[config.mk]
export PLATFORM = sky130hd
export DESIGN_NAME = acc4_exec_unit
export DESIGN_NICKNAME = d
export VERILOG_FILES = /design/src/rtl/acc4_pkg.sv /design/src/rtl/acc4_nyb_ram.sv /design/src/rtl/acc4_alu.sv /design/src/rtl/acc4_exec_unit.sv
export SDC_FILE = /design/constraint.sdc
export NUM_CORES = 1
export LEC_CHECK = 0
export ABC_AREA = 1
export BUFFER_PORTS_ARGS = -buffer_cell sky130_fd_sc_hd__buf_2
export CORE_MARGIN = 4
export CORE_UTILIZATION = 50
export DETAILED_ROUTE_END_ITERATION = 10
export PLACE_DENSITY = 0.66
export SYNTH_ARGS = -nofsm -noshare
export SYNTH_HDL_FRONTEND = slang
export SYNTH_SLANG_ARGS = --single-unit
export TNS_END_PERCENT = 100
[constraint.sdc]
create_clock -name clk -period 4.83 [get_ports clk]
set_clock_uncertainty 0.1 [all_clocks]
set_input_delay 0.966 -clock clk [delete_from_list [all_inputs] [get_ports clk]]
set_output_delay 0.966 -clock clk [all_outputs]
set_load 0.01 [all_outputs]
[src/rtl/acc4_pkg.sv]
package acc4_pkg;
  localparam int NYB_W  = 4;
  localparam int X_W    = 2;
  localparam int Y_W    = NYB_W;
  localparam int ADDR_W = X_W + Y_W;
  localparam int OP_W   = 8;

  typedef logic [NYB_W-1:0] nyb_t;
  typedef logic [X_W-1:0]   xr_t;

  typedef enum logic [1:0] {PH_IDLE, PH_EX, PH_WB} phase_t;

  typedef struct packed {
    nyb_t a;
    nyb_t y;
    xr_t  x;
    logic s;
    logic mem_we;
    nyb_t mem_d;
    logic tdo;
    logic clo;
    logic rset;
    logic rclr;
  } exec_res_t;
endpackage

[src/rtl/acc4_nyb_ram.sv]
module acc4_nyb_ram #(
  parameter int AW = 6,
  parameter int DW = 4
) (
  input  logic          clk,
  input  logic          we,
  input  logic [AW-1:0] addr,
  input  logic [DW-1:0] wdata,
  output logic [DW-1:0] rdata
);
  localparam int DEPTH = 1 << AW;

  logic [DW-1:0] mem [DEPTH];

  always_ff @(posedge clk) begin
    if (we) mem[addr] <= wdata;
    rdata <= mem[addr];
  end
endmodule

[src/rtl/acc4_alu.sv]
module acc4_alu
  import acc4_pkg::*;
(
  input  logic [OP_W-1:0] op,
  input  nyb_t            a,
  input  nyb_t            y,
  input  xr_t             x,
  input  nyb_t            m,
  input  nyb_t            k,
  output exec_res_t       r
);
  logic [NYB_W:0] t;
  nyb_t           addk;
  nyb_t           bmask;
  nyb_t           imm;

  assign imm   = op[NYB_W-1:0];
  assign bmask = nyb_t'(1) << op[1:0];

  always_comb begin
    unique case (op[3:0])
      4'h1:    addk = 4'd8;
      4'h5:    addk = 4'd10;
      default: addk = 4'd6;
    endcase
  end

  always_comb begin
    r        = '0;
    r.a      = a;
    r.y      = y;
    r.x      = x;
    r.s      = 1'b1;
    r.mem_d  = m;
    t        = '0;
    casez (op)
      8'h00: r.x = ~x;
      8'h01, 8'h05, 8'h06: begin
        t   = {1'b0, a} + {1'b0, addk};
        r.a = t[NYB_W-1:0];
        r.s = t[NYB_W];
      end
      8'h02: r.s = (y != a);
      8'h03: begin r.mem_we = 1'b1; r.mem_d = a; end
      8'h04: begin r.mem_we = 1'b1; r.mem_d = a; r.a = '0; end
      8'h07: begin
        t   = {1'b0, a} - 5'd1;
        r.a = t[NYB_W-1:0];
        r.s = ~t[NYB_W];
      end
      8'h08: r.a = k;
      8'h09: r.s = (k != '0);
      8'h0a: r.tdo  = 1'b1;
      8'h0b: r.clo  = 1'b1;
      8'h0c: r.rclr = 1'b1;
      8'h0d: r.rset = 1'b1;
      8'h0e: r.a = a + 4'd1;
      8'h20: begin r.mem_we = 1'b1; r.mem_d = a; r.y = y + 4'd1; end
      8'h21: r.a = m;
      8'h22: r.y = m;
      8'h23: r.a = y;
      8'h24: r.y = a;
      8'h25: begin
        t   = {1'b0, a} + {1'b0, m};
        r.a = t[NYB_W-1:0];
        r.s = t[NYB_W];
      end
      8'h26: r.s = (m != '0);
      8'h27: begin
        t   = {1'b0, m} - {1'b0, a};
        r.a = t[NYB_W-1:0];
        r.s = ~t[NYB_W];
      end
      8'h28: begin
        t   = {1'b0, m} + 5'd1;
        r.a = t[NYB_W-1:0];
        r.s = t[NYB_W];
      end
      8'h29: r.s = (a <= m);
      8'h2a: begin
        t   = {1'b0, m} - 5'd1;
        r.a = t[NYB_W-1:0];
        r.s = ~t[NYB_W];
      end
      8'h2b: begin
        t   = {1'b0, y} + 5'd1;
        r.y = t[NYB_W-1:0];
        r.s = t[NYB_W];
      end
      8'h2c: begin
        t   = {1'b0, y} - 5'd1;
        r.y = t[NYB_W-1:0];
        r.s = ~t[NYB_W];
      end
      8'h2d: begin r.a = -a; r.s = (a == '0); end
      8'h2e: begin r.mem_we = 1'b1; r.mem_d = a; r.a = m; end
      8'h2f: r.a = '0;
      8'b0011_00??: begin r.mem_we = 1'b1; r.mem_d = m | bmask; end
      8'b0011_01??: begin r.mem_we = 1'b1; r.mem_d = m & ~bmask; end
      8'b0011_10??: r.s = |(m & bmask);
      8'b0011_11??: r.x = op[X_W-1:0];
      8'b0100_????: r.y = imm;
      8'b0101_????: r.s = (m != imm);
      8'b0110_????: begin r.mem_we = 1'b1; r.mem_d = imm; r.y = y + 4'd1; end
      8'b0111_????: r.s = (a <= imm);
      default: ;
    endcase
  end
endmodule

[src/rtl/acc4_exec_unit.sv]
module acc4_exec_unit
  import acc4_pkg::*;
(
  input  logic            clk,
  input  logic            rst,
  input  logic            start,
  input  logic [OP_W-1:0] opcode,
  input  logic [3:0]      k_pins,
  output logic            busy,
  output logic            done,
  output logic [3:0]      acc,
  output logic [3:0]      yreg,
  output logic [1:0]      xreg,
  output logic            status,
  output logic            tdo_stb,
  output logic [3:0]      o_data,
  output logic            o_seg_mode,
  output logic            clo_stb,
  output logic            r_set_stb,
  output logic            r_clr_stb,
  output logic [3:0]      r_index
);
  phase_t          phase;
  logic [OP_W-1:0] op_q;
  nyb_t            k_q;
  nyb_t            ram_q;
  exec_res_t       alu_res;
  exec_res_t       res_q;

  assign busy    = (phase != PH_IDLE);
  assign r_index = yreg;

  acc4_nyb_ram #(.AW(ADDR_W), .DW(NYB_W)) i_ram (
    .clk   (clk),
    .we    (phase == PH_WB && res_q.mem_we),
    .addr  ({xreg, yreg}),
    .wdata (res_q.mem_d),
    .rdata (ram_q)
  );

  acc4_alu i_alu (
    .op (op_q),
    .a  (acc),
    .y  (yreg),
    .x  (xreg),
    .m  (ram_q),
    .k  (k_q),
    .r  (alu_res)
  );

  always_ff @(posedge clk) begin
    if (rst) begin
      phase      <= PH_IDLE;
      op_q       <= '0;
      k_q        <= '0;
      res_q      <= '0;
      acc        <= '0;
      yreg       <= '0;
      xreg       <= '0;
      status     <= 1'b1;
      done       <= 1'b0;
      tdo_stb    <= 1'b0;
      clo_stb    <= 1'b0;
      r_set_stb  <= 1'b0;
      r_clr_stb  <= 1'b0;
      o_data     <= '0;
      o_seg_mode <= 1'b0;
    end else begin
      done      <= 1'b0;
      tdo_stb   <= 1'b0;
      clo_stb   <= 1'b0;
      r_set_stb <= 1'b0;
      r_clr_stb <= 1'b0;
      unique case (phase)
        PH_IDLE: if (start) begin
          op_q  <= opcode;
          k_q   <= k_pins;
          phase <= PH_EX;
        end
        PH_EX: begin
          res_q <= alu_res;
          phase <= PH_WB;
        end
        PH_WB: begin
          acc        <= res_q.a;
          yreg       <= res_q.y;
          xreg       <= res_q.x;
          status     <= res_q.s;
          o_data     <= acc;
          o_seg_mode <= status;
          tdo_stb    <= res_q.tdo;
          clo_stb    <= res_q.clo;
          r_set_stb  <= res_q.rset;
          r_clr_stb  <= res_q.rclr;
          done       <= 1'b1;
          phase      <= PH_IDLE;
        end
        default: phase <= PH_IDLE;
      endcase
    end
  end


  accept_chk: assert property (@(posedge clk) disable iff (rst)
    start && !busy |=> busy) else $error("accept_chk");


  done_pulse_chk: assert property (@(posedge clk) disable iff (rst)
    done |=> !done) else $error("done_pulse_chk");


  done_after_busy_chk: assert property (@(posedge clk) disable iff (rst)
    done |-> !busy && $past(busy)) else $error("done_after_busy_chk");


  hold_chk: assert property (@(posedge clk) disable iff (rst)
    !done |-> $stable(acc) && $stable(yreg) && $stable(xreg) && $stable(status))
    else $error("hold_chk");


  strobe_onehot_chk: assert property (@(posedge clk) disable iff (rst)
    $onehot0({tdo_stb, clo_stb, r_set_stb, r_clr_stb})) else $error("strobe_onehot_chk");


  strobe_done_chk: assert property (@(posedge clk) disable iff (rst)
    (tdo_stb || clo_stb || r_set_stb || r_clr_stb) |-> done) else $error("strobe_done_chk");
endmodule

After elaboration in Yosys (flattened, before gate mapping):

Memories as Yosys holds them, arrays and structs flattened. A register that Yosys moved wholly into a read port is not among the register bits.
Cells that the tools add are included.

* reduce and logical (&&, ||, !) cells: 15
* shift-type cells: 1
* add/subtract/negate cells: 11
* bitwise logic cells: 10
* muxes and demuxes: 15
* eq/ne operators: 45
* order comparisons: 2

Operators by type and width (count)
* 8-bit by 6-bit equality test with 1-bit output (second input constant): 16
* 8-bit by 4-bit equality test with 1-bit output (second input constant): 7
* 4-bit case mux with 12 select lines: 1
* 8-bit by 3-bit equality test with 1-bit output (second input constant): 4
* 6-bit by 4-bit equality test with 1-bit output (second input constant): 4
* 4-bit case mux with 6 select lines: 1
* 4-bit by 3-bit equality test with 1-bit output (second input constant): 5
* 5-bit case mux with 4 select lines: 1
* 8-bit by 2-bit equality test with 1-bit output (second input constant): 2
* 1-bit case mux with 16 select lines: 1
* 4-bit by 1-bit subtractor with 5-bit output (second input constant): 3
* 4-bit by 1-bit adder with 5-bit output (second input constant): 2
* 4-bit by 4-bit adder with 5-bit output: 2
* 4-bit by 1-bit adder with 4-bit output (second input constant): 2
* 4-bit AND: 2
* 8-bit by 1-bit equality test with 1-bit output (second input constant): 1
* 4-bit less-or-equal comparator: 2
* 8-bit logical NOT: 1
* 4-bit inequality test: 2
* 2-bit case mux with 2 select lines: 2
* 4-bit case mux with 2 select lines: 1
* 4-bit nonzero test: 2
* 2-bit OR reduction: 4
* 4-bit OR reduction: 2
* 19 further kinds: 29

* logic and storage cells: 124
* output and inout bits: 26
* bits in writable memories: 256
* register bits after elaboration: 55
* bits of input ports: 15
* memories: 1

Memory list
* i_ram.mem: depth 64, bits a word 4, rd ports 1, clocked after Yosys merged registers in 1, wr ports 1, line acc4_nyb_ram.sv:13 `logic [DW-1:0] mem [DEPTH];`

Longest topological paths before layout:

Gate-level depths: netlist of run 1.

* word-level depth: 4
* mapped depth: 16
* gate-level depth less buffers: 15

Cells and area by module:

From an unflattened synthesis of run 1, not the netlist that was laid out.

* cells, all modules: 1878
* area total of the unflattened synthesis: 15673.8 sq um

Modules (own cells, without submodules)
* acc4_nyb_ram: sequential area each 7767.4 sq um, times used 1, cells each 1124, area an instance 11193.2 sq um
* acc4_alu: sequential area each 0.0 sq um, times used 1, cells each 487, area an instance 2393.5 sq um
* acc4_exec_unit: sequential area each 1101.1 sq um, times used 1, cells each 267, area an instance 2087.0 sq um

Least setup slack after synthesis of run 1:

No wires, ideal clock.

* path type: reg-to-reg
* from: register acc[1]
* to: register res_q[18] (netlist name)
* clock period less this slack: 2166 ps
* stages on the path, launching flop included: 14
* path slack: 2664 ps
* data required time: 4597 ps
* setup time: 133 ps
* data arrival time: 1932 ps
* buffers on the path: 1
* path through: dfxtp_1 > clkbuf_1 > inv_1 > fa_1 > nor2_1 > nor2_1 > nand2_1 > nand2_1 > nor2_1 > nand2_1 > nor2_1 > nand2_1 > nand2_1 > a21oi_2

* longest elaborated chain between the ends: 2
* elaborated cells on any way between the ends: 7
* classes of those cells: 6 x add/sub; 1 x mux

Ends and longest elaborated chain
* start: declaration: line acc4_exec_unit.sv:11 `output logic [3:0] acc,`
* start signal: assignment: line acc4_exec_unit.sv:85 `acc <= res_q.a;`
* 4-bit negator, or another cell as far along: line acc4_alu.sv:95 `8'h2d: begin r.a = -a; r.s = (a == '0); end`
* 4-bit case mux with 12 select lines *: line acc4_alu.sv:36 `casez (op)`
* end signal: assignment: line acc4_exec_unit.sv:81 `res_q <= alu_res;`
* end: declaration: line acc4_exec_unit.sv:28 `exec_res_t res_q;`

Every way passes the cells marked *; elsewhere a longest branch is shown, timed or not.
A chain may end at the register's enable or synchronous reset.

Final worst setup path of run 1:

* from: register phase[1]
* to: memory i_ram.mem[22][0] (enable)

* longest elaborated chain between the ends: 4

Ends and longest elaborated chain
* start: declaration: line acc4_exec_unit.sv:23 `phase_t phase;`
* start signal: assignment: line acc4_exec_unit.sv:53 `phase <= PH_IDLE;`
* start signal: assignment: line acc4_exec_unit.sv:78 `phase <= PH_EX;`
* start signal: assignment: line acc4_exec_unit.sv:82 `phase <= PH_WB;`
* 2-bit equality test: line acc4_exec_unit.sv:35 `.we (phase == PH_WB && res_q.mem_we),`
* 1-bit logical AND: line acc4_exec_unit.sv:35
* 1-bit two-way mux: line acc4_nyb_ram.sv:16 `if (we) mem[addr] <= wdata;`
* 1-bit two-way mux (not written as such): line acc4_nyb_ram.sv:16
* end: declaration: line acc4_nyb_ram.sv:13

Every way passes these cells.

==> results of run 1 <==
[Yosys cell counts (10+ instances only)]
master	n	share of area [%]
sky130_fd_sc_hd__buf_2	22	0.77
sky130_fd_sc_hd__nor2_1	158	4.2
sky130_fd_sc_hd__inv_2	14	0.37
sky130_fd_sc_hd__nand2_1	369	9.7
sky130_fd_sc_hd__dfxtp_1	59	8.3
sky130_fd_sc_hd__ha_1	21	1.8
sky130_fd_sc_hd__nand2_2	10	0.44
sky130_fd_sc_hd__o21ai_0	62	2.2
sky130_fd_sc_hd__nand3_1	71	2.5
sky130_fd_sc_hd__edfxtp_1	256	54
sky130_fd_sc_hd__a21oi_1	51	1.8
sky130_fd_sc_hd__nand4_1	49	2.2
sky130_fd_sc_hd__o21ai_1	14	0.49
sky130_fd_sc_hd__a22oi_1	33	1.7
sky130_fd_sc_hd__clkbuf_1	14	0.37
sky130_fd_sc_hd__buf_4	12	0.63
sky130_fd_sc_hd__nor3_1	14	0.49
sky130_fd_sc_hd__inv_1	75	2.0
sky130_fd_sc_hd__nor2_2	10	0.44
[cell usage in the layout, fill, tap and decap left out, types with 4 or more instances in the layout]
cell and n:
sky130_fd_sc_hd__nand2_1 369, sky130_fd_sc_hd__edfxtp_1 256, sky130_fd_sc_hd__nor2_1 158, sky130_fd_sc_hd__inv_1 75, sky130_fd_sc_hd__nand3_1 71, sky130_fd_sc_hd__o21ai_0 62
sky130_fd_sc_hd__dfxtp_1 55, sky130_fd_sc_hd__a21oi_1 51, sky130_fd_sc_hd__nand4_1 49, sky130_fd_sc_hd__buf_2 40, sky130_fd_sc_hd__clkbuf_16 34, sky130_fd_sc_hd__a22oi_1 33
sky130_fd_sc_hd__ha_1 21, sky130_fd_sc_hd__inv_2 14, sky130_fd_sc_hd__nor3_1 14, sky130_fd_sc_hd__o21ai_1 14, sky130_fd_sc_hd__buf_4 11, sky130_fd_sc_hd__nand2_2 10
sky130_fd_sc_hd__nor2_2 10, sky130_fd_sc_hd__xnor2_1 7, sky130_fd_sc_hd__clkinv_1 7, sky130_fd_sc_hd__clkinv_2 7, sky130_fd_sc_hd__a211oi_1 5, sky130_fd_sc_hd__nor2_4 5
sky130_fd_sc_hd__xor2_1 5, sky130_fd_sc_hd__inv_6 4, sky130_fd_sc_hd__nor3_4 4, sky130_fd_sc_hd__a22o_1 4, sky130_fd_sc_hd__a21oi_2 4, sky130_fd_sc_hd__bufinv_16 4
sky130_fd_sc_hd__dfxtp_2 4
[routing by layer]
metal / up-vias / wire [um] / global-route usage, %
met2: 488 / 18100 / 39.9
met5: - / 0 / 0
met1: 5026 / 15800 / 32.8
li1: 4875 / - / -
met4: 0 / 1050 / 7.64
met3: 78 / 2960 / 4.10
[how the worst max path moves through the flow]
stage               startpoint                to  slack (ns)  depth (start not counted)
floorplan               acc[1]         res_q[18]        2.66                         13
global placement      phase[1]  i_ram.mem[14][2]        1.92                          7
detailed placement    phase[1]  i_ram.mem[51][1]        1.81                          7
CTS                   phase[1]  i_ram.mem[22][0]        1.80                          7
global route          phase[1]  i_ram.mem[22][0]        1.50                          7
finish                phase[1]  i_ram.mem[22][0]        1.70                          7
[report_power, final]
| group | switching (mW) | total (mW) | internal (mW) |
|---|---|---|---|
| sequential | 0.0639 | 3.04 | 2.97 |
| combinational | 0.353 | 0.492 | 0.139 |
| clock | 1.07 | 2.59 | 1.52 |
| total | 1.49 | 6.12 | 4.63 |
[cells by family after synthesis]
kind of cell / count (synthesis)
AND/OR/NAND/NOR: 705
buffers and inverters: 150
XOR/XNOR: 12
adder cells (fa/ha/maj): 24
flip-flops: 315
AO/OA/AOI/OAI: 186
[worst max-delay path: stages (launching register included)]
cell	delay, ns
sky130_fd_sc_hd__dfxtp_1	0.33
sky130_fd_sc_hd__inv_1	0.05
sky130_fd_sc_hd__nor2_1	0.43
sky130_fd_sc_hd__inv_1	0.08
sky130_fd_sc_hd__buf_4	0.23
sky130_fd_sc_hd__nor2_1	0.49
sky130_fd_sc_hd__nand2_1	0.57
sky130_fd_sc_hd__nor2_1	0.47
[per-stage QoR]
step                      worst slack (ns)  hold slack (ns)
after floorplan                       2.66            0.308
after global placement                1.92            0.324
after detailed placement              1.81            0.322
after CTS                             1.80            0.331
after global routing                  1.50            0.365
final                                 1.70            0.329
[sequential cells by signal, summed over array words and instances (netlist names), 2 cells and up]
register,cells
op_q,8
k_q,4
o_data,4
phase,2
xreg,2
r_index,4
res_q,20
i_ram.mem,256
acc,4
i_ram.rdata,4
[final cells by class]
class | count | area (um^2) | share of cell area, %
multi-input combinational | 927 | 4640 | 29.5
timing repair buffer | 51 | 283 | 1.80
clock buffer | 37 | 862 | 5.47
clock inverter | 25 | 249 | 1.58
inverter | 94 | 370 | 2.35
tap | 378 | 473 | 3.00
sequential | 315 | 8870 | 56.3
==> impl_metrics.csv, run 1 <==
group,metric,value,unit
status,outcome,"finished, final reports clean",
sta,post-route-period-util,64.7,%
worst_setup_path,timing.reg2reg.setup_slack,1.70,ns
sta,pins_over_their_slew_limit,0,
clock_network,cts_tree,"built",
finish,fillerInstances,2480,
yosys,ys_seq_area_share,62.4,%
yosys,synth-xor-area-share,0.739,%
global_route,grt_start_max_net_pins,66,
finish,stdcell_count,1827,
clock_network,cts_made_buffers,34,
clock_network,cts-root-buf,"sky130_fd_sc_hd__clkbuf_16",
sta,max-slew-margin-rel,36.9,%
finish,drive_gt1_share,11.8,%
yosys,synth_compound_gate_area_share,7.75,%
die,total_core_area,0.0279,mm^2
die,die_height,177,um
yosys,synthAdderAreaFrac,2.27,%
global_route,globalRouteOverflowTotal,0,
worst_hold_path,worstHoldEndpoint,"r_set_stb",
route,post-route-drc-count,0,
route,vias_per_cell,5.73,
yosys,number_of_enable_flip_flop_cells_after_synthesis,256,
global_route,global_route.usage.total,24.1,%
global_route,grt_pass1_wl,58100,um
die,fp-row-count,61,
yosys,synthesis.area_per_instance,10.2,um^2
sta,setup-violations-final,0,
sta,final.min_clock_period,3.13,ns
clock_network,cts_setup_buffers,0,
yosys,synthesis.nets,1431,
sta,hold_violations,0,
finish,num_antenna_cells,0,
sta,finalSetupTns,0,ns
worst_hold_path,timing.hold.worst.class,"reg2reg",
yosys,async_flop_share,0,%
route,first_iter_violations,1085,
yosys,synth_top_family_by_area,"simple AND/OR/NAND/NOR gates",
power,peakVddDrop,0.338,mV
worst_setup_path,arrival,3.20,ns
power,power.total,6.12,mW
worst_setup_path,timing.reg2reg.worst_path_depth,7,
sta,rsz0062_at_grt,"false",
clock_network,clk_latency,0.53,ns
die,fp.dieArea,0.0312,mm^2
worst_setup_path,crit_required,4.90,ns
die,ioPinCount,41,
route,route.detailed.wl_per_inst,20.8,um
global_route,vias_in_the_first_global_route,10200,
yosys,mappedNetlistArea,0.0142,mm^2
route,dr.pass1.iters,5,
sta,clock.fmax,0.320,GHz
finish,final_area,0.0157,mm^2
worst_setup_path,critPathKind,"reg2reg",
yosys,simple_gate_area_share_of_the_yosys_netlist,21.9,%
worst_setup_path,r2r_start,"phase[1]",
route,routed-via-count,10500,
place,numPortBuffers,40,
worst_hold_path,worst_hold_path.num_cells,2,
place,detailed_place_hpwl,25200,um
finish,layout-area-overhead-vs-synth,10.8,%
die,initial_core_util,50.9,%
clock_network,post_cts_hold_fix_bufs,0,
clock_network,clock_path_buffers,3,
worst_setup_path,critPathMaxFanout,24,
die,die_width,177,um
yosys,yosysWarningCount,0,
global_route,grt_antenna_before_repair,0,
place,place_congestion,0.934,
route,routed_wl,38000,um
route,postRouteAntennaNets,0,
run,cap_viol_max_count,0,
place,post-place-cells,1765,
clock_network,worst_setup_hold_path_clk_slew,0.06,ns
power,p_per_area,389,mW/mm^2
worst_setup_path,critical_path.endpoint_type,"flip-flop",
place,placement.cell_area,0.0146,mm^2
finish,fin_nets,1462,
yosys,muxShareOfSynthArea,0,%
yosys,netlist_instances,1392,
yosys,dominantRegCellSynth,"sky130_fd_sc_hd__edfxtp_1",
sta,worst_slew_pin_slew,0.940,ns
worst_setup_path,timing.critical_path.from_type,"flip-flop",
clock_network,cts_resized,0,
yosys,ys_seq_elements,315,
yosys,synth_cell_type_count,51,
worst_setup_path,worstReg2RegEnd,"i_ram.mem[22][0]",
worst_hold_path,worstHoldStart,"res_q[1]",
clock_network,htree_num_levels,2,
finish,final_core_util,56.4,%
clock_network,cts_sinks,315,
power,total_leakage_power,5.84,nW
No activity file was read; power rests on OpenSTA's default activity.
==> inputs of run 2 (changes only) <==
==> constraint.sdc (replaced) <==
create_clock -name clk -period 3.2 [get_ports clk]
set_clock_uncertainty 0.1 [all_clocks]
set_input_delay 0.64 -clock clk [delete_from_list [all_inputs] [get_ports clk]]
set_output_delay 0.64 -clock clk [all_outputs]
set_load 0.01 [all_outputs]
==> run 2 against run 1 <==
  * Cell count up 0.93%
  * Non-clock buffer count up 22
  * Global-route usage up 0.67 points
  * Sequential power up 51%
  * Combinational power up 52%
  * Largest cell class unchanged
  * Critical path type unchanged
  * Count of clock-buffer cells in the layout down 5
  * Maximum frequency up 8.5%
  * Critical path depth down 3
  * Wire length up 2.4%
  * First-iteration DRC count down 1.6%
==> impl_metrics.csv, run 2 (synthesized netlist as in run 1, its figures left out) <==
group,metric,value,unit
status,outcome,"finished, final reports clean",
place,place_congestion,0.959,
sta,final.min_clock_period,2.88,ns
finish,layout-area-overhead-vs-synth,11.3,%
route,routed_wl,38900,um
worst_setup_path,critical_path.endpoint_type,"flip-flop",
finish,max_flop_register,"i_ram.mem",
route,dr.pass1.iters,5,
route,first_iter_violations,1068,
clock_network,cts_made_buffers,31,
worst_setup_path,timing.critical_path.from_type,"flip-flop",
place,post-place-cells,1787,
global_route,met2_usage,39.5,%
finish,drive_gt1_share,13.0,%
place,numPortBuffers,40,
finish,layout_common_cells,"sky130_fd_sc_hd__nand2_1 (369), sky130_fd_sc_hd__edfxtp_1 (256), sky130_fd_sc_hd__nor2_1 (158)",
route,post-route-drc-count,0,
worst_setup_path,worst_path_largest_cell_delay,0.64,ns
global_route,grt_start_max_net_pins,52,
global_route,grt_pass1_wl,59900,um
sta,finalSetupTns,0,ns
worst_setup_path,arrival,2.98,ns
finish,multi_input_combinational_cell_area,0.00464,mm^2
finish,stdcell_count,1844,
clock_network,cts_setup_buffers,0,
sta,hold_violations,0,
die,total_core_area,0.0279,mm^2
clock_network,cts_tree,"built",
sta,setup-violations-final,0,
global_route,grt_antenna_before_repair,0,
die,ioPinCount,41,
sta,post-route-period-util,90.0,%
worst_setup_path,crit_slowest_cell,"sky130_fd_sc_hd__nor3_1",
clock_network,worst_setup_hold_path_clk_slew,0.07,ns
global_route,grt.met3_usage,4.10,%
finish,fillerInstances,2486,
sta,pins_over_their_slew_limit,0,
global_route,global_route.usage.met1,35.1,%
run,cap_viol_max_count,0,
clock_network,htree_num_levels,1,
global_route,global_route.usage.total,24.8,%
finish,largest_reg_flops,256,
clock_network,cts-root-buf,"sky130_fd_sc_hd__clkbuf_16",
clock_network,cts_resized,0,
worst_setup_path,critPathKind,"reg2reg",
worst_setup_path,critPathMaxFanout,10,
sta,worst_slew_pin_slew,0.966,ns
clock_network,post_cts_hold_fix_bufs,0,
die,fp.dieArea,0.0312,mm^2
die,initial_core_util,50.9,%
route,postRouteAntennaNets,0,
finish,fin_nets,1481,
finish,num_antenna_cells,0,
power,p_per_area,570,mW/mm^2
clock_network,clock_path_buffers,3,
sta,clock.fmax,0.347,GHz
worst_hold_path,timing.hold.worst.class,"in2reg",
global_route,vias_in_the_first_global_route,10300,
finish,seqCellArea,0.00887,mm^2
die,fp-row-count,61,
place,detailed_place_hpwl,26100,um
global_route,globalRouteOverflowTotal,0,
power,peakVddDrop,0.557,mV
finish,final_area,0.0158,mm^2
route,routed-via-count,10500,
die,die_width,177,um
route,vias_per_cell,5.69,
clock_network,clk_latency,0.57,ns
route,route.detailed.wl_per_inst,21.1,um
place,placement.cell_area,0.0148,mm^2
die,die_height,177,um
power,total_leakage_power,5.90,nW
sta,max-slew-margin-rel,35.6,%
sta,rsz0062_at_grt,"false",
finish,reg_top3,"i_ram.mem (256), res_q (20), op_q (8)",
global_route,busiest_layer,"met2",
clock_network,cts_sinks,315,
finish,final_core_util,56.7,%
worst_setup_path,critical_path.cell_chain,"inv_1 > nor3_1 > inv_1 > nor3_1",
worst_setup_path,crit_required,3.30,ns
finish,final_common_cell,"sky130_fd_sc_hd__nand2_1",
==> run 2: path summary, 6_finish.rpt <==
path                   start          endpoint  slack, ns  depth (start not counted)
setup reg to reg  r_index[3]  i_ram.mem[41][0]       0.32                          4
setup / recovery  r_index[3]  i_ram.mem[41][0]       0.32                          4
hold / removal     k_pins[0]            k_q[0]       0.25                          3
hold reg to reg     res_q[1]         r_set_stb       0.35                          2
==> run 2: layout make-up <==
class                      instances  area share, %
inverter                          94           2.34
sequential                       315           56.1
timing repair buffer              73           2.83
clock inverter                    25           1.57
tap                              378           2.99
multi-input combinational        927           29.3
clock buffer                      32           4.92
==> run 2: where the power goes <==
group          internal (mW)  total (mW)  switching [mW]
clock                   2.10        3.67            1.57
sequential              4.49        4.60           0.109
combinational          0.226       0.750           0.524
==> run 2: metal layers <==
layer	vias to the layer above	routed length, um
met1	5036	16300
li1	4908	-
met3	84	3160
met5	-	0
met4	0	1260
met2	459	18100
==> run 2: critical path: cells and delay by family, from the launching register on <==
kind,cells,cell delay (ns)
simple gates,2,1.22
buf+inv,2,0.60
flops,1,0.61
==> run 2: metrics by stage <==
stage,hold WS (ns),total power [mW],worst slack [ns]
global route,0.259,9.33,0.145
CTS,0.230,9.05,0.317
floorplan,0.308,5.16,1.03
detailed placement,0.336,5.42,0.319
finish,0.247,9.02,0.319
global placement,0.328,5.42,0.391
==> inputs of run 3 (changes only) <==
--- a/config.mk
+++ b/config.mk
@@ -9,6 +9,7 @@
 export BUFFER_PORTS_ARGS = -buffer_cell sky130_fd_sc_hd__buf_2
 export CORE_MARGIN = 4
 export CORE_UTILIZATION = 50
+export CTS_BUF_LIST = sky130_fd_sc_hd__clkbuf_4 sky130_fd_sc_hd__clkbuf_8 sky130_fd_sc_hd__clkbuf_16
 export DETAILED_ROUTE_END_ITERATION = 10
 export PLACE_DENSITY = 0.66
 export SYNTH_ARGS = -nofsm -noshare
==> run 3 against run 2 <==
  * Via count is 0.14% higher
  * Highest routed layer unchanged
  * Setup slack worse by 0.050 ns
  * Count of clock-buffer cells in the layout stayed put
  * Clock power hardly changed
  * Sequential power hardly changed
  * Maximum frequency is 1.7% lower
  * Largest power group unchanged
  * Cell count stayed put
  * Final area hardly changed
  * Combinational power hardly changed
  * Global-route usage stayed put
  * Flip-flop and latch count stayed put
  * Critical path type unchanged
  * Worst hold slack better by 0.0011 ns
==> impl_metrics.csv, run 3 (synthesized netlist as in run 1, its figures left out) <==
group,metric,value,unit
clock_network,cts-root-buf,"sky130_fd_sc_hd__clkbuf_16",
power,p_comb_share,8.3,%
die,total_core_area,0.0279,mm^2
sta,rsz0062_at_grt,"false",
finish,final_core_util,56.7,%
die,initial_core_util,50.9,%
worst_setup_path,critical_path.cell_chain,"inv_1 > nor3_1 > inv_1 > nor3_1",
worst_setup_path,critPathMaxFanout,10,
power,power.switching,2.21,mW
global_route,global_route.usage.total,24.8,%
sta,final.min_clock_period,2.93,ns
finish,max_flop_register,"i_ram.mem",
worst_setup_path,worstSetupEndpoint,"i_ram.mem[41][3]",
clock_network,clock_path_buffers,3,
finish,final_common_cell,"sky130_fd_sc_hd__nand2_1",
global_route,globalRouteOverflowTotal,0,
worst_setup_path,timing.reg2reg.worst_path_depth,4,
place,placement.cell_area,0.0148,mm^2
power,peakVddDrop,0.561,mV
worst_setup_path,r2r_start,"r_index[3]",
place,numPortBuffers,40,
worst_setup_path,arrival,3.03,ns
place,detailed_place_hpwl,26100,um
worst_setup_path,worstReg2RegEnd,"i_ram.mem[41][3]",
power,pwr-share-clk,40.8,%
die,ioPinCount,41,
route,first_iter_violations,1047,
finish,reg_top3,"i_ram.mem (256), res_q (20), op_q (8)",
finish,fin_nets,1481,
die,fp-row-count,61,
global_route,grt_antenna_before_repair,0,
worst_setup_path,critPathKind,"reg2reg",
clock_network,cts_setup_buffers,0,
clock_network,clk_latency,0.56,ns
finish,final_area,0.0158,mm^2
route,post-route-drc-count,0,
worst_setup_path,timing.critical_path.from_type,"flip-flop",
global_route,grt_start_max_net_pins,52,
sta,hold_violations,0,
worst_setup_path,critical_path.endpoint_type,"flip-flop",
route,dr.pass1.iters,5,
sta,clock.fmax,0.341,GHz
power,power.total,9.03,mW
finish,largest_reg_flops,256,
finish,layout_common_cells,"sky130_fd_sc_hd__nand2_1 (369), sky130_fd_sc_hd__edfxtp_1 (256), sky130_fd_sc_hd__nor2_1 (158)",
worst_hold_path,worst_hold_path.num_cells,3,
status,outcome,"finished, final reports clean",
route,routed-via-count,10500,
clock_network,post_cts_hold_fix_bufs,0,
power,p_per_area,570,mW/mm^2
finish,layout-area-overhead-vs-synth,11.4,%
die,die_height,177,um
sta,max-slew-margin-rel,35.1,%
sta,fin_ws,0.269,ns
power,total_leakage_power,5.91,nW
place,place_ws,0.319,ns
place,post-place-cells,1787,
route,route.detailed.wl_per_inst,21.1,um
die,fp.dieArea,0.0312,mm^2
worst_setup_path,timing.reg2reg.setup_slack,0.27,ns
clock_network,htree_num_levels,1,
route,routed_wl,38900,um
place,place_congestion,0.959,
worst_setup_path,worst_path_largest_cell_delay,0.65,ns
clock_network,cts_made_buffers,31,
sta,worst_slew_pin_slew,0.973,ns
finish,stdcell_count,1844,
route,vias_per_cell,5.70,
global_route,vias_in_the_first_global_route,10300,
finish,drive_gt1_share,13.1,%
sta,post-route-period-util,91.6,%
run,cap_viol_max_count,0,
sta,pins_over_their_slew_limit,0,
clock_network,cts_tree,"built",
finish,num_antenna_cells,0,
clock_network,cts_resized,0,
worst_setup_path,crit_required,3.30,ns
power,power.switching_fraction,24.5,%
global_route,grt_pass1_wl,59900,um
power,cellInternalPower,6.82,mW
die,die_width,177,um
sta,final.hold.worst_slack,0.248,ns
route,postRouteAntennaNets,0,
worst_setup_path,crit_slowest_cell,"sky130_fd_sc_hd__nor3_1",
power,seqPwrFrac,50.9,%
worst_hold_path,timing.hold.worst.class,"in2reg",
clock_network,worst_setup_hold_path_clk_slew,0.07,ns
sta,finalSetupTns,0,ns
clock_network,cts_sinks,315,
sta,setup-violations-final,0,
worst_setup_path,setup.worst_path.start,"r_index[3]",
## run 3: cell counts in the layout (fill, tap and decap cells not counted)
No cell type changed its count.
## run 3: worst min-delay path by stage
| stage | end | slack [ns] | startpoint |
|---|---|---|---|
| finish | k_q[0] | 0.25 | k_pins[0] |
| global route | k_q[1] | 0.26 | k_pins[1] |
| CTS | k_q[0] | 0.23 | k_pins[0] |
| detailed placement | r_set_stb | 0.34 | res_q[1] |
| global placement | r_set_stb | 0.33 | res_q[1] |
| floorplan | clo_stb | 0.31 | res_q[2] |
## run 3: worst max-delay path, delay by kind of cell (launching register included)
kind / cells / cell delay (ns)
simple gates: 2 / 1.26
buf+inv: 2 / 0.60
flops: 1 / 0.61
## run 3: area by class of cell
cell class              count  area (um^2)
flip-flops and latches    315         8870
well taps                 378          473
inverters                  94          370
multi-input cells         927         4640
clock buffers              32          783
repair buffers             73          448
fillers                  2484        12100
clock inverters            25          249
## run 3: power groups by stage
stage / Sequential, mW / Clock, mW / Combinational, mW
floorplan: 4.65 / 0 / 0.514
global placement: 4.68 / 0 / 0.738
detailed placement: 4.68 / 0 / 0.741
CTS: 4.59 / 3.72 / 0.744
global route: 4.60 / 3.90 / 0.834
finish: 4.60 / 3.68 / 0.752
## run 3: metal layers
| layer | GRT usage, % | vias up | part of all wire [%] |
|---|---|---|---|
| li1 | - | 4905 | - |
| met1 | 35.1 | 5031 | 42 |
| met2 | 39.5 | 472 | 46 |
| met3 | 4.10 | 94 | 8.3 |
| met4 | 7.93 | 0 | 3.3 |
| met5 | 0 | - | 0 |
